<file path="config.mk">
export PLATFORM = sky130hd
export DESIGN_NAME = ldst_seq
export DESIGN_NICKNAME = d
export VERILOG_FILES = /design/src/rtl/ldst_pkg.sv /design/src/rtl/ldst_pick.sv /design/src/rtl/ldst_plan.sv /design/src/rtl/ldst_seq.sv
export SDC_FILE = /design/constraint.sdc
export NUM_CORES = 1
export LEC_CHECK = 0
export BUFFER_PORTS_ARGS = -buffer_cell sky130_fd_sc_hd__buf_2
export CORE_ASPECT_RATIO = 0.8
export CORE_MARGIN = 2
export CORE_UTILIZATION = 40
export CTS_CLUSTER_DIAMETER = 30
export CTS_CLUSTER_SIZE = 8
export DETAILED_ROUTE_END_ITERATION = 12
export PLACE_DENSITY_LB_ADDON = 0.08
export SLEW_MARGIN = 20
export SYNTH_ARGS = -nofsm -noshare
export SYNTH_HDL_FRONTEND = slang
export SYNTH_SLANG_ARGS = --single-unit
</file>
<file path="constraint.sdc">
create_clock -name clk -period 4.9 [get_ports clk]
set_input_delay 0.49 -clock clk [delete_from_list [all_inputs] [get_ports clk]]
set_output_delay 0.49 -clock clk [all_outputs]
set_load 0.01 [all_outputs]
</file>
<file path="src/rtl/ldst_pkg.sv">
package ldst_pkg;

  typedef enum logic [1:0] {
    MD_PUSH = 2'd0,
    MD_POP  = 2'd1,
    MD_STM  = 2'd2,
    MD_LDM  = 2'd3
  } ldst_mode_e;

  typedef enum logic [1:0] {
    ST_IDLE,
    ST_FETCH,
    ST_REQ,
    ST_DONE
  } ldst_state_e;

  localparam int unsigned RIDX_W = 4;
  localparam logic [RIDX_W-1:0] IDX_LINK = 4'd14;
  localparam logic [RIDX_W-1:0] IDX_PC   = 4'd15;

  // fixed part of the reported cost, per mode and extra slot
  function automatic logic [2:0] fixed_cost(input ldst_mode_e m, input logic ext);
    case (m)
      MD_PUSH: fixed_cost = ext ? 3'd4 : 3'd3;
      MD_POP:  fixed_cost = ext ? 3'd5 : 3'd2;
      MD_STM:  fixed_cost = 3'd2;
      default: fixed_cost = 3'd3;
    endcase
  endfunction

endpackage

</file>
<file path="src/rtl/ldst_pick.sv">
// Picks one set bit of a mask; HIGH_FIRST selects the scan direction.
module ldst_pick #(
  parameter int unsigned NREG       = 8,
  parameter bit          HIGH_FIRST = 1'b0,
  parameter int unsigned IW         = $clog2(NREG)
) (
  input  logic [NREG-1:0] mask,
  output logic            found,
  output logic [IW-1:0]   idx
);

  assign found = |mask;

  generate
    if (HIGH_FIRST) begin : g_high
      always_comb begin
        idx = '0;
        for (int i = 0; i < NREG; i++)
          if (mask[i]) idx = IW'(i);
      end
    end else begin : g_low
      always_comb begin
        idx = '0;
        for (int i = NREG - 1; i >= 0; i--)
          if (mask[i]) idx = IW'(i);
      end
    end
  endgenerate

endmodule

</file>
<file path="src/rtl/ldst_plan.sv">
// Derives everything about a command that is known before the first access.
module ldst_plan
  import ldst_pkg::*;
#(
  parameter int unsigned NREG = 8,
  parameter int unsigned AW   = 32,
  parameter int unsigned IW   = $clog2(NREG),
  parameter int unsigned WW   = $clog2(NREG + 2)
) (
  input  logic [1:0]      mode,
  input  logic [NREG-1:0] list,
  input  logic [AW-1:0]   base,
  input  logic [IW-1:0]   base_idx,
  input  logic            extra,
  output logic            extra_eff,
  output logic            store,
  output logic            empty,
  output logic [AW-1:0]   start_addr,
  output logic [AW-1:0]   fin_addr,
  output logic            wb,
  output logic [2:0]      base_cyc
);

  ldst_mode_e     m;
  logic [WW-1:0]  ones;
  logic [WW-1:0]  words;
  logic [AW-1:0]  span;

  assign m = ldst_mode_e'(mode);

  always_comb begin
    ones = '0;
    for (int i = 0; i < NREG; i++)
      ones = ones + WW'(list[i]);
  end

  assign extra_eff = extra && (m == MD_PUSH || m == MD_POP);
  assign store     = (m == MD_PUSH) || (m == MD_STM);
  assign words     = ones + WW'(extra_eff);
  assign empty     = (words == '0);
  assign span      = AW'({words, 2'b00});

  always_comb begin
    if (m == MD_PUSH) begin
      start_addr = base - AW'(4);
      fin_addr   = base - span;
    end else begin
      start_addr = base;
      fin_addr   = base + span;
    end
  end

  always_comb begin
    if (empty)            wb = 1'b0;
    else if (m == MD_LDM) wb = !list[base_idx];
    else                  wb = 1'b1;
  end

  assign base_cyc = fixed_cost(m, extra_eff);

endmodule

</file>
<file path="src/rtl/ldst_seq.sv">
module ldst_seq
  import ldst_pkg::*;
#(
  parameter int unsigned NREG        = 8,
  parameter int unsigned DW          = 32,
  parameter int unsigned AW          = 32,
  parameter int unsigned CW          = 16,
  parameter bit          ISA_FROM_PC = 1'b1
) (
  input  logic                     clk,
  input  logic                     rst_n,
  input  logic                     cmd_valid,
  output logic                     cmd_ready,
  input  logic [1:0]               cmd_mode,
  input  logic [NREG-1:0]          cmd_list,
  input  logic [AW-1:0]            cmd_base,
  input  logic [$clog2(NREG)-1:0]  cmd_base_idx,
  input  logic                     cmd_extra,
  output logic                     mem_req,
  output logic                     mem_we,
  output logic [AW-1:0]            mem_addr,
  output logic [DW-1:0]            mem_wdata,
  input  logic                     mem_ack,
  input  logic [DW-1:0]            mem_rdata,
  output logic [3:0]               rf_rd_idx,
  input  logic [DW-1:0]            rf_rd_data,
  output logic                     rf_wr_en,
  output logic [3:0]               rf_wr_idx,
  output logic [DW-1:0]            rf_wr_data,
  output logic                     done,
  output logic [AW-1:0]            fin_base,
  output logic                     fin_wb,
  output logic [CW-1:0]            cyc_count,
  output logic                     empty_err,
  output logic                     isa_valid,
  output logic                     isa_flag
);

  localparam int unsigned IW = $clog2(NREG);

  // command plan
  logic          pl_extra, pl_store, pl_empty, pl_wb;
  logic [AW-1:0] pl_start, pl_fin;
  logic [2:0]    pl_cyc;

  ldst_plan #(.NREG(NREG), .AW(AW)) u_plan (
    .mode      (cmd_mode),
    .list      (cmd_list),
    .base      (cmd_base),
    .base_idx  (cmd_base_idx),
    .extra     (cmd_extra),
    .extra_eff (pl_extra),
    .store     (pl_store),
    .empty     (pl_empty),
    .start_addr(pl_start),
    .fin_addr  (pl_fin),
    .wb        (pl_wb),
    .base_cyc  (pl_cyc)
  );

  // sequencing state
  ldst_state_e     state_q;
  ldst_mode_e      mode_q;
  logic [NREG-1:0] mask_q, list_q;
  logic [IW-1:0]   bidx_q;
  logic            extra_q;
  logic [AW-1:0]   addr_q;
  logic [DW-1:0]   wdata_q;
  logic [AW-1:0]   fin_q;
  logic            wb_q;
  logic [CW-1:0]   cnt_q;
  logic            err_q;
  logic            isa_v_q, isa_f_q;

  // slot selection: push scans downward, every other mode upward
  logic          up_found, dn_found;
  logic [IW-1:0] up_idx, dn_idx;

  ldst_pick #(.NREG(NREG), .HIGH_FIRST(1'b0)) u_pick_up (
    .mask(mask_q), .found(up_found), .idx(up_idx)
  );
  ldst_pick #(.NREG(NREG), .HIGH_FIRST(1'b1)) u_pick_dn (
    .mask(mask_q), .found(dn_found), .idx(dn_idx)
  );

  logic              is_push, store_q, use_extra, more, accept, pc_hit;
  logic [IW-1:0]     sel_lidx;
  logic [RIDX_W-1:0] slot_idx;
  logic [NREG-1:0]   mask_nxt;
  logic              extra_nxt;

  assign is_push = (mode_q == MD_PUSH);
  assign store_q = (mode_q == MD_PUSH) || (mode_q == MD_STM);

  always_comb begin
    if (is_push) begin
      use_extra = extra_q;
      sel_lidx  = dn_idx;
      slot_idx  = extra_q ? IDX_LINK : RIDX_W'(dn_idx);
    end else begin
      use_extra = extra_q && !up_found;
      sel_lidx  = up_idx;
      slot_idx  = use_extra ? IDX_PC : RIDX_W'(up_idx);
    end
  end

  assign mask_nxt  = use_extra ? mask_q : (mask_q & ~(NREG'(1) << sel_lidx));
  assign extra_nxt = use_extra ? 1'b0 : extra_q;
  assign more      = (|mask_nxt) || extra_nxt;
  assign accept    = cmd_valid && cmd_ready;

  always_ff @(posedge clk or negedge rst_n) begin
    if (!rst_n) begin
      state_q <= ST_IDLE;
      mode_q  <= MD_PUSH;
      mask_q  <= '0;
      list_q  <= '0;
      bidx_q  <= '0;
      extra_q <= 1'b0;
      addr_q  <= '0;
      wdata_q <= '0;
      fin_q   <= '0;
      wb_q    <= 1'b0;
      cnt_q   <= '0;
      err_q   <= 1'b0;
    end else begin
      case (state_q)
        ST_IDLE: begin
          if (cmd_valid) begin
            mode_q  <= ldst_mode_e'(cmd_mode);
            mask_q  <= cmd_list;
            list_q  <= cmd_list;
            bidx_q  <= cmd_base_idx;
            extra_q <= pl_extra;
            addr_q  <= pl_start;
            fin_q   <= pl_fin;
            wb_q    <= pl_wb;
            cnt_q   <= CW'(pl_cyc);
            err_q   <= pl_empty;
            if (pl_empty)      state_q <= ST_DONE;
            else if (pl_store) state_q <= ST_FETCH;
            else               state_q <= ST_REQ;
          end
        end
        ST_FETCH: begin
          wdata_q <= rf_rd_data;
          state_q <= ST_REQ;
        end
        ST_REQ: begin
          cnt_q <= cnt_q + CW'(1);
          if (mem_ack) begin
            mask_q  <= mask_nxt;
            extra_q <= extra_nxt;
            addr_q  <= is_push ? (addr_q - AW'(4)) : (addr_q + AW'(4));
            if (!more)        state_q <= ST_DONE;
            else if (store_q) state_q <= ST_FETCH;
            else              state_q <= ST_REQ;
          end
        end
        default: state_q <= ST_IDLE;
      endcase
    end
  end

  // popped program counter may carry the instruction-set state in bit 0
  assign pc_hit = (state_q == ST_REQ) && mem_ack && !store_q && (slot_idx == IDX_PC);

  generate
    if (ISA_FROM_PC) begin : g_isa
      always_ff @(posedge clk or negedge rst_n) begin
        if (!rst_n) begin
          isa_v_q <= 1'b0;
          isa_f_q <= 1'b0;
        end else if (accept) begin
          isa_v_q <= 1'b0;
          isa_f_q <= 1'b0;
        end else if (pc_hit) begin
          isa_v_q <= 1'b1;
          isa_f_q <= mem_rdata[0];
        end
      end
    end else begin : g_no_isa
      assign isa_v_q = 1'b0;
      assign isa_f_q = 1'b0;
    end
  endgenerate

  // ports
  assign cmd_ready  = (state_q == ST_IDLE);
  assign mem_req    = (state_q == ST_REQ);
  assign mem_we     = store_q;
  assign mem_addr   = addr_q;
  assign mem_wdata  = wdata_q;
  assign rf_rd_idx  = slot_idx;
  assign rf_wr_en   = (state_q == ST_REQ) && mem_ack && !store_q;
  assign rf_wr_idx  = slot_idx;
  assign rf_wr_data = (slot_idx == IDX_PC) ? {mem_rdata[DW-1:1], 1'b0} : mem_rdata;
  assign done       = (state_q == ST_DONE);
  assign fin_base   = fin_q;
  assign fin_wb     = wb_q;
  assign cyc_count  = cnt_q;
  assign empty_err  = err_q;
  assign isa_valid  = isa_v_q;
  assign isa_flag   = isa_f_q;

  // assertion support: the address of the previous completed access
  logic [AW-1:0] last_addr_q;
  logic          seen_q;
  always_ff @(posedge clk or negedge rst_n) begin
    if (!rst_n) begin
      last_addr_q <= '0;
      seen_q      <= 1'b0;
    end else if (accept) begin
      seen_q <= 1'b0;
    end else if (mem_req && mem_ack) begin
      last_addr_q <= mem_addr;
      seen_q      <= 1'b1;
    end
  end

  // consecutive accesses step by one word in the mode's direction
  p_addr_step_r1: assert property (@(posedge clk) disable iff (!rst_n)
    mem_req && seen_q |->
      mem_addr == (is_push ? last_addr_q - AW'(4) : last_addr_q + AW'(4)));

  p_hold_wait_r9: assert property (@(posedge clk) disable iff (!rst_n)
    mem_req && !mem_ack |=>
      mem_req && $stable(mem_addr) && $stable(mem_wdata) && $stable(mem_we));

  p_done_pulse_r10: assert property (@(posedge clk) disable iff (!rst_n)
    done |=> !done && $stable(fin_base) && $stable(cyc_count));

  p_ready_idle_r11: assert property (@(posedge clk) disable iff (!rst_n)
    cmd_ready |-> !mem_req && !done && !rf_wr_en);

  p_empty_skip_r7: assert property (@(posedge clk) disable iff (!rst_n)
    accept && pl_empty |=> done && empty_err && !fin_wb);

  p_ldm_wb_r6: assert property (@(posedge clk) disable iff (!rst_n)
    done && mode_q == MD_LDM && list_q[bidx_q] |-> !fin_wb);

  p_pc_even_r4: assert property (@(posedge clk) disable iff (!rst_n)
    rf_wr_en && rf_wr_idx == IDX_PC |-> !rf_wr_data[0]);

endmodule

</file>
Word level (Yosys, flattened, before mapping)
Cells that the tools add are included.

word-level totals
  register bits after elaboration = 129
  latch bits = 0
  bits in writable memories = 0
  bits in read-only memories = 0
  bits of input ports = 114
  output and inout port bits = 161
  word-level logic and storage cells = 120
  memories = 0

cells by class
  $add $sub $neg = 14
  multiply operators = 0
  divide/modulo/power cells = 0
  order comparisons = 1
  equality and inequality tests = 10
  shift operators = 1
  multiplexer cells = 55
  bitwise operators = 2
  reduce and logical (&&, ||, !) cells = 25

operators with widths
  cell                   count
  $mux 32                5
  $pmux 32 s2            1
  $sub 32x3->32 const B  2
  $mux 3                 15
  $add 32x3->32 const B  1
  $add 32x6->32          1
  $pmux 16 s2            1
  $sub 32x6->32          1
  $add 4x1->4            7
  $mux 8                 3
  $add 16x1->16 const B  1
  $mux 16                1
  $mux 2                 8
  $pmux 8 s2             1
  $reduce_or 8->1        2
  $mux 1                 13
  $mux 4                 3
  $eq 2x2->1 const B     5
  $pmux 3 s3             1
  $and 8x8->8            1
  $not 8->8              1
  $shl 1x3->8 const A    1
  $logic_and 1x1->1      6
  $logic_not 2->1        3
  15 further kinds       24

Logic depth before layout (Yosys ltp)
  depth in word-level cells = 18
  mapped depth = 22
  depth with buffers taken out = 22

By module
Synthesis repeated with hierarchy kept, for this count alone.

unflattened totals
  cell total of the unflattened synthesis = 1272
  area, all modules = 10272.4 µm²

modules (own cells, without submodules)
  module                 instances  cells an instance  area an instance (µm²)  sequential area each (µm²)
  ldst_seq               1          899                7687.4                  3228.1
  ldst_plan              1          348                2437.3                  0.0
  ldst_pick (u_pick_up)  1          13                 81.3                    0.0
  ldst_pick (u_pick_dn)  1          12                 66.3                    0.0

Worst setup path after synthesis
No wires, ideal clock.

  kind = input -> register
  start point = input port cmd_list[0]
  end point = register fin_q[30], in the netlist fin_base[30]
  library setup time = 0.132 ns
  data arrival time = 5.997 ns
  required time = 4.768 ns
  slack = -1.229 ns
  stages on the path = 21
  buffers on the path = 0
  path through = ha_1 inv_1 fa_1 fa_1 inv_1 fa_1 ha_1 fa_1 inv_1 ha_1 nand3_1 o21ai_0 ha_1 and2_1 a2111oi_0 a211oi_1 o22ai_1 o221ai_1 o41ai_1 xor2_1 o21ai_1

on the way
  longest elaborated chain between the ends = 10
  elaborated cells on any way between the ends = 11
  those cells by class = 10 x add/sub; 1 x mux

RTL lines
  what                                                   line                              source
  start, declared                                        ldst_seq.sv:15                    input logic [NREG-1:0] cmd_list,
  $add 1x1->2 *                                          ldst_plan.sv:34                   ones = ones + WW'(list[i]);
  $add 4x1->4 * (6 in a row)                             ldst_plan.sv:34
  $add 4x1->4 *                                          ldst_plan.sv:39                   assign words = ones + WW'(extra_eff);
  $add 32x6->32 / $sub 32x6->32 (equally long branches)  ldst_plan.sv:49, ldst_plan.sv:46
  $mux 32 *                                              ldst_plan.sv:44                   if (m == MD_PUSH) begin
  end signal, assigned                                   ldst_seq.sv:136                   fin_q <= pl_fin;
  end, declared                                          ldst_seq.sv:69                    logic [AW-1:0] fin_q;

Every way passes the cells marked *; elsewhere a longest branch is shown, timed or not.
A chain may end at the register's enable or synchronous reset.

Worst setup path in the final report
  start point = input port cmd_list[1]
  end point = register fin_q[23], in the netlist fin_base[23]

Same word-level chain as after synthesis.

==> flow_summary.toml <==
[route]
via_per_inst = 5.30
wirelength_um = 30300
ant_nets = 0
vias = 8991
wire_per_inst_um = 17.9
detail_route.iter0.violations = 655
drc = 0
dr.pass1.iters = 5

[sta]
fin_setup_tns_ps = -4330
period_needed_ps = 5300
max_freq_mhz = 189
tightestPinTransition_ps = 913
final.setup.worst_slack_ps = -400
rsz0062_at_grt = "true"
fin_worst_skew_ps = 13.5
final-setup-viol-count = 18
finalHoldViolCount = 0
fin_crit_sh_pct = 108
holdWs_ps = 118
max_slew_margin_pct = 38.6
drv_slew = 0

[synthesis]
ys_seq_elements = 129
ys.flop_type = "dfrtp_1"
synth_area_sq_um = 9490
synthTopCellsByCount = "dfrtp_1, nand2_1, a21oi_1, nor2_1, o21ai_0"
yosys_warnings = 0
synth_edf_count = 0
syn_inst = 1092
synth_area_leaders = "dfrtp_1, ha_1, a21oi_1"
yosysTopAreaCellShare_pct = 34.0
syn_avg_cell_area_sq_um = 8.69
yosys.area.top_type = "dfrtp_1"
ys_types = 73
seq_area_frac_synth_pct = 34.0
syn_nets = 1280
synthArstFlopShare_pct = 100
synth.most_common_cell = "dfrtp_1"

[floorplan]
dieHeight_um = 142
dieArea_sq_um = 25000
start_util_pct = 40.7
num_io_pins = 275
dieWidth_um = 176
core_area_sq_um = 23300
fp-row-count = 50

[placement]
gp_congestion = 0.881
dp_hpwl_um = 22700
place_inst = 1648
place_area_sq_um = 11600
port_buffers = 212

[global_routing]
grt_max_degree = 87
antenna_found_initial = 0
grt_pass1_vias = 8406
grt_pass1_wl_um = 46700
gr-total-overflow = 0
grt_use_total_pct = 24.0

[clock_tree]
cts_tree = "built"
clk_latency_ps = 440
cts_buffers = 17
cts_max_path_buffers = 2
clk_pin_slew_ps = 70
cts-root-buf = "clkbuf_16"
htreeDepth = 4
clock_sinks = 129
postCtsHoldBufs = 0

[flow_run]
cap_violations = 0

[setup_path]
worstPathRequired_ps = 5180
crit_fanout = 4
crit_family = "adder cells"
cp_num_buf_inv = 5
worstPathArrival_ps = 5580
path_cells = "buf_8 > ha_4 > inv_2 > fa_1 > fa_1 > inv_2 > fa_1 > ha_2 > fa_2 > inv_2 > and3_4 > ha_4 > or2_4 > ha_4 > a21o_1 > a21o_1 > a21oi_2 > o31ai_4 > o41ai_4 > buf_4 > nand2b_4 > a21oi_2 > xor2_1 > o21ai_1"
end_kind = "flop"
max_stage_delay_ps = 540
cp_slowest_cell = "fa_2"
startpoint_type = "input port"
path_class = "in -> reg"

[final_layout]
area_growth_pct = 33.5
nNetsFinal = 1558
final_area_sq_um = 12700
multiInputGateArea_sq_um = 6340
fin_cells = 1695
final.fill_count = 2170
regArea_sq_um = 3230
antenna-diode-count = 0
drive_above_1_share_pct = 36.2

[power_and_ir_drop]
ir_drop_mv = 0.311
leakagePower_nw = 5.97
power_density_nw_per_um2 = 752

[worst_hold_path]
hold_class = "in -> async"

[run_status]
status = "finished, violations left"
failed_checks = "negative setup slack"
[power by group]
group / internal [W] / switching, W
Clock: 0.000673 / 0.000593
Sequential: 0.00156 / 0.000372
Combinational: 0.00282 / 0.00352
[timing repair]
item / in CTS / in global routing
resized for setup: 40 / 41
pin swaps: 23 / 34
endpoints found under the hold margin: 0 / 0
setup endpoints to repair: 20 / 23
buffers inserted: 9 / 11
[cells in the final DEF (no fill, tap or decap), types with 12 or more instances in the layout]
master,instances
xor2_1,31
nor3_1,21
nor2_1,90
a21oi_1,79
buf_4,115
o21ai_0,70
a21oi_2,15
xnor2_1,34
clkbuf_16,17
ha_1,53
a21o_1,29
nand2_1,111
buf_2,209
ha_4,12
dfrtp_1,129
inv_1,34
o21a_1,12
nand3_1,25
o21ai_1,23
mux2_2,34
[per-stage QoR]
step	total power (W)	util, %	setup slack (ps)
after floorplan	0.00591	-	-432
after global placement	0.00777	49.9	-805
after detailed placement	0.00780	49.9	-876
after CTS	0.00932	53.3	-339
after global routing	0.0103	54.3	-558
final	0.00953	54.3	-400
[per-layer routing]
layer | share of wire, % | global-route usage, %
met1 | 51 | 37.2
met2 | 42 | 34.3
met3 | 5.6 | 3.91
met4 | 1.4 | 6.13
met5 | 0 | 0
[worst reg2reg max path, stage by stage (launching register included)]
cell	delay, ps
dfrtp_1	390
or2_1	240
inv_2	390
ha_1	390
a21oi_1	320
o21a_1	270
a21oi_1	130
a311oi_1	500
nand3_1	200
a41oi_1	420
o21a_1	220
mux2_2	340
nor3b_2	140
[sequential cells by signal, summed over array words and instances, names as in the netlist]
signal     flops
fin_base      32
mem_addr      32
mem_wdata     32
cyc_count     16
mask_q         8
mode_q         2
state_q        2
empty_err      1
extra_q        1
fin_wb         1
isa_flag       1
isa_valid      1
[final cells by class]
type / instances / area share (%)
inverters: 38 / 1.13
well taps: 312 / 3.08
flip-flops and latches: 129 / 25.5
repair buffers: 332 / 15.8
multi-input cells: 852 / 50.0
clock inverters: 15 / 1.12
clock buffers: 17 / 3.36
[cell families after synthesis]
| kind of cell | after synthesis | share of synthesized area, % |
|---|---|---|
| xor+xnor | 69 | 6.37 |
| flops | 129 | 34.0 |
| compound gates | 322 | 20.8 |
| simple gates | 343 | 17.2 |
| fa+ha+maj | 74 | 10.3 |
| buf+inv | 111 | 5.91 |
| mux | 44 | 5.37 |
[worst paths after layout]
kind,from,slack (ps),end,depth (start not counted)
worst max-delay path,cmd_list[1],-400,fin_base[23],24
worst min-delay path,rst_n,120,mask_q[0],1
worst max register to register,mode_q[0],860,mem_addr[31],12
worst min register to register,mode_q[1],470,mode_q[1],2
max in group asynchronous,rst_n,3660,mem_wdata[21],2
min in group clk,cmd_base[1],260,fin_base[1],3
(Power assumes the default switching activity.)
